`config.mk`:
```
export PLATFORM = sky130hd
export DESIGN_NAME = evenDispTop
export DESIGN_NICKNAME = d
export VERILOG_FILES = /design/src/rtl/evenDispPkg.sv /design/src/rtl/evenDispCtl.sv /design/src/rtl/evenDispPath.sv /design/src/rtl/evenDispTop.sv
export SDC_FILE = /design/constraint.sdc
export NUM_CORES = 1
export LEC_CHECK = 0
export BUFFER_PORTS_ARGS = -buffer_cell sky130_fd_sc_hd__buf_4
export CAP_MARGIN = 10
export CORE_UTILIZATION = 38
export DETAILED_ROUTE_END_ITERATION = 10
export PLACE_DENSITY_LB_ADDON = 0.1
export SLEW_MARGIN = 20
export SYNTH_ARGS = -nofsm -noshare
export SYNTH_HDL_FRONTEND = slang
export SYNTH_SLANG_ARGS = --single-unit
```
`constraint.sdc`:
```
create_clock -name clk -period 3.3 [get_ports clk]
set_input_delay 0.66 -clock clk [delete_from_list [all_inputs] [get_ports clk]]
set_output_delay 0.66 -clock clk [all_outputs]
set_load 0.02 [all_outputs]
```
`src/rtl/evenDispPkg.sv`:
```
package evenDispPkg;

  typedef struct packed {
    logic tick;
    logic clear;
  } ctlStrobes_t;

  function automatic logic [6:0] segOf(input logic [3:0] digit);
    logic [6:0] pat;
    case (digit)
      4'd0: pat = 7'b0111111;
      4'd1: pat = 7'b0000110;
      4'd2: pat = 7'b1011011;
      4'd3: pat = 7'b1001111;
      4'd4: pat = 7'b1100110;
      4'd5: pat = 7'b1101101;
      4'd6: pat = 7'b1111101;
      4'd7: pat = 7'b0000111;
      4'd8: pat = 7'b1111111;
      4'd9: pat = 7'b1101111;
      default: pat = 7'b0000000;
    endcase
    return pat;
  endfunction

endpackage

```
`src/rtl/evenDispCtl.sv`:
```
module evenDispCtl
  import evenDispPkg::*;
#(
  parameter int DIV_TERM = 3999999,
  localparam int DIV_W = (DIV_TERM < 1) ? 1 : $clog2(DIV_TERM + 1)
) (
  input  logic        clk,
  input  logic        rst,
  output ctlStrobes_t strobes
);

  logic [DIV_W-1:0] divCnt;
  logic             atTerm;

  assign atTerm = (divCnt == DIV_W'(DIV_TERM));

  always_ff @(posedge clk) begin
    if (rst || atTerm) divCnt <= '0;
    else               divCnt <= divCnt + 1'b1;
  end

  assign strobes.tick  = atTerm && !rst;
  assign strobes.clear = rst;

  AST_DIV_IN_RANGE: assert property (@(posedge clk) disable iff (rst)
    divCnt <= DIV_W'(DIV_TERM));
  AST_TICK_RESTARTS: assert property (@(posedge clk) disable iff (rst)
    strobes.tick |=> (divCnt == '0));

endmodule

```
`src/rtl/evenDispPath.sv`:
```
module evenDispPath
  import evenDispPkg::*;
#(
  parameter int MAX_VAL = 20,
  parameter int STEP    = 2,
  localparam int CNT_W  = $clog2(MAX_VAL + 1)
) (
  input  logic             clk,
  input  logic             rst,
  input  ctlStrobes_t      strobes,
  output logic [CNT_W-1:0] countQ,
  output logic [6:0]       tensSeg,
  output logic [6:0]       unitsSeg
);

  logic             illegalOrTop;
  logic [CNT_W-1:0] countNext;
  logic [3:0]       tensDig;
  logic [3:0]       unitsDig;

  assign illegalOrTop = countQ[0] || (countQ >= CNT_W'(MAX_VAL));

  always_comb begin
    countNext = countQ;
    if (strobes.tick) countNext = illegalOrTop ? '0 : countQ + CNT_W'(STEP);
  end

  always_ff @(posedge clk) begin
    if (strobes.clear) countQ <= '0;
    else               countQ <= countNext;
  end

  assign tensDig  = 4'(countQ / CNT_W'(10));
  assign unitsDig = 4'(countQ % CNT_W'(10));
  assign tensSeg  = segOf(tensDig);
  assign unitsSeg = segOf(unitsDig);

  AST_HOLD_NO_TICK: assert property (@(posedge clk) disable iff (rst)
    !strobes.tick |=> $stable(countQ));
  AST_STEP_UP: assert property (@(posedge clk) disable iff (rst)
    (strobes.tick && !illegalOrTop) |=> (countQ == $past(countQ) + CNT_W'(STEP)));
  AST_WRAP_ZERO: assert property (@(posedge clk) disable iff (rst)
    (strobes.tick && illegalOrTop) |=> (countQ == '0));
  AST_TENS_LEGAL: assert property (@(posedge clk) disable iff (rst)
    (countQ < CNT_W'(10)) |-> (tensSeg == 7'b0111111));
  AST_ONE_HOT_UNITS_ZERO: assert property (@(posedge clk) disable iff (rst)
    ((countQ % CNT_W'(10)) == '0) |-> (unitsSeg == 7'b0111111));

endmodule

```
`src/rtl/evenDispTop.sv`:
```
module evenDispTop
  import evenDispPkg::*;
#(
  parameter int DIV_TERM = 3999999,
  parameter int MAX_VAL  = 20,
  parameter int STEP     = 2,
  localparam int CNT_W   = $clog2(MAX_VAL + 1)
) (
  input  logic             clk,
  input  logic             rst,
  output logic [6:0]       tensSeg,
  output logic [6:0]       unitsSeg,
  output logic [CNT_W-1:0] countVal
);

  ctlStrobes_t strobes;

  evenDispCtl #(.DIV_TERM(DIV_TERM)) u_ctl (
    .clk(clk), .rst(rst), .strobes(strobes)
  );

  evenDispPath #(.MAX_VAL(MAX_VAL), .STEP(STEP)) u_path (
    .clk(clk), .rst(rst), .strobes(strobes),
    .countQ(countVal), .tensSeg(tensSeg), .unitsSeg(unitsSeg)
  );

  AST_RESET_ZERO: assert property (@(posedge clk)
    rst |=> (countVal == '0));

endmodule

```
==> metrics.cfg <==
[worst_setup_path]
crit_chain=inv_1, ha_1, nor3b_4, mux2_2, nand2_1, o21ai_1, a311oi_1, buf_4
worst_setup_path_end_kind=output port
critPathTopFamily=compound AO/OA/AOI/OAI gates
arrival_ns=2.41
slowest_delay_ns=0.41
crit_fanout=10
criticalPathCategory=reg -> out
slowest_stage=dfxtp_2
cp_data_required_time_ns=2.64
cp-start-kind=flip-flop
crit_buf_inv=2

[clock_network]
clk_latency_ns=0.26
clkTransAtPathRegs_ns=0.09
holdBufCountCts=0
cts_root_buffer=clkbuf_8
htreeDepth=1
cts_tree=built
clock_sinks=26
cts_made_buffers=3
clockBufferDepth=2

[placement]
post-dp-hpwl_mm=2.27
post-place-cells=246
io_buffers=18
place.gp.congestion=0.896

[logic_synthesis]
synth_top_flop_cell=dfxtp_1
yosysTopAreaCell=dfxtp_1
yosysSeqAreaShare_pct=33.7
async_flop_share_pct=0
synth-edff-count=0
netlist.area_leader.share_pct=33.7
synthTopCellsByArea=dfxtp_1, nor2_1, xor2_1
syn-cell-area_um2=1540
avgSynthCellArea_um2=8.25
yosysUniqueCellTypes=47
synth_cells=187
ys_ff_latch=26
yosysWarnings=0
synth_nets=194

[min_path]
min_path_type=reg -> reg

[global_route]
grtUsageTotal_pct=15.3
antenna_found_initial=0
grt_pass1_wl_mm=5.22
grt_pass1_vias=1213
grt-ovfl-total=0
grt_max_degree=22

[sta]
period_minus_slack_ns=3.07
worst_pin_slew_ns=0.697
rsz0062_at_grt=no
finalHoldViolations=0
fmax_mhz=326
slew_viol_final=0
timing.final.crit_share_pct=93.0
fin_setup_tns_ns=0
slew_headroom_pct=53.1
fin_skew_ns=0.00575
setup_viol=0

[drt]
drc_errors=0
drtPass1Iterations=4
routed_wl_mm=3.14
post_drt_wl_per_cell_um=12.6
drt_iter0_markers=124
vias_per_cell=5.31
route.antenna.remaining_nets=0
num_vias=1327

[floorplan]
die_x_um=65.7
num_rows=22
start_util_pct=40.9
dieArea_um2=4320
coreArea_um2=3770
die_h_um=65.7
io_pins=21

[pwr]
clkPwrFrac_pct=37.2
switching_share_pct=19.8
cellPowerDensity_nw_per_um2=301
power.leakage_nw=0.640
switchingPower_mw=0.105
intPower_mw=0.427
power_frac_comb_pct=2.6
pwr-share-seq_pct=60.3
ir_drop_v=0.000258

[cells_and_area]
drive_gt1_share_pct=21.3
syn2layout_area_growth_pct=14.5
utilization_pct=46.8
diodes=0
nets=210
finalNonFillerCells=250

[run_status]
status=completed

[job]
maxCapViolCount=0

-- per-stage QoR --
step	hold slack (ns)	setup WS, ns	total power [mW]	instance area (um2)
floorplan	0.442	0.00346	0.340	1540
global placement	0.463	0.397	0.342	1700
detailed placement	0.474	0.313	0.342	1700
CTS	0.498	0.0185	0.543	1750
global route	0.522	0.0525	0.552	1770
finish	0.491	0.233	0.532	1770
-- layout by cell type (no fill, tap or decap), types with 4 or more instances in the layout --
cell type  instances
buf_4             19
dfxtp_1           22
nor2_1            31
xor2_1            13
a21oi_1            5
clkbuf_8           4
dfxtp_2            4
xnor2_1            7
nand3_1           11
inv_1              6
ha_1               5
o21ai_0            6
nand2_1           13
-- power by group through the flow --
stage | registers [mW] | logic, mW | clock network (mW)
2_1_floorplan | 0.327 | 0.0129 | 0
3_3_place_gp | 0.328 | 0.0138 | 0
3_5_place_dp | 0.328 | 0.0139 | 0
4_1_cts | 0.321 | 0.0139 | 0.208
5_1_grt | 0.321 | 0.0156 | 0.216
6_report | 0.321 | 0.0137 | 0.198
-- routing by layer --
layer  GRT usage, %  part of all wire (%)  vias up  routed length, um
met3           3.30                   2.8        5                 88
met1           18.9                    46      622               1450
met2           25.6                    50       22               1570
li1               -                     -      678                  -
met4           5.98                  0.92        0                 29
met5              0                     0        -                  0
-- state kept, by name, summed over array words and instances (netlist names) --
signal         count
u_ctl.divCnt      22
u_path.countQ      4
-- final timing paths --
path                            startpoint                     endpoint  slack, ns  cells after the start
min reg2reg     u_ctl.divCnt[0]$_SDFF_PP0_   u_ctl.divCnt[0]$_SDFF_PP0_       0.49                      1
min             u_ctl.divCnt[0]$_SDFF_PP0_   u_ctl.divCnt[0]$_SDFF_PP0_       0.49                      1
max reg2reg     u_ctl.divCnt[0]$_SDFF_PP0_  u_ctl.divCnt[21]$_SDFF_PP0_       1.21                      6
max          u_path.countQ[1]$_SDFFE_PP0P_                  unitsSeg[3]       0.23                      8
-- Yosys cell counts, drive strengths merged, types with 2 or more instances --
cell type / count
xor2: 13
nor2b: 3
o21ai: 8
or3: 3
or2: 2
nand2b: 2
and2: 2
inv: 7
nor2: 32
buf: 6
nor4: 4
xnor2: 7
a311oi: 3
o22ai: 3
nand4: 4
ha: 5
and3: 4
nor4b: 2
nor3: 3
nand2: 13
clkbuf: 2
a21oi: 5
nand3: 11
conb: 2
dfxtp: 26
nand3b: 2
-- final cells by class --
class                   instances  area, um2
clock buffers                   4       55.1
fillers                       367       2000
well taps                      48       60.1
repair buffers                 19        143
flip-flops and latches         26        526
inverters                       7       26.3
multi-input cells             146        957
-- repair_timing --
action	4_1_cts	5_1_grt
setup buffers	0	0
gates resized for setup	0	7
endpoints found under the setup margin	0	9
-- kinds of logic (layout without fill, tap and decap cells) --
| family | Yosys count | count (layout) | share of synthesized area [%] |
|---|---|---|---|
| xor+xnor | 20 | 20 | 11.4 |
| other cells | 2 | 2 | 0.487 |
| fa+ha+maj | 5 | 5 | 4.06 |
| simple gates | 91 | 91 | 32.9 |
| mux | 2 | 2 | 1.38 |
| flops | 26 | 26 | 33.7 |
| buf+inv | 15 | 30 | 4.79 |
| compound gates | 26 | 26 | 11.3 |
Power figures use the tool's default switching activity.
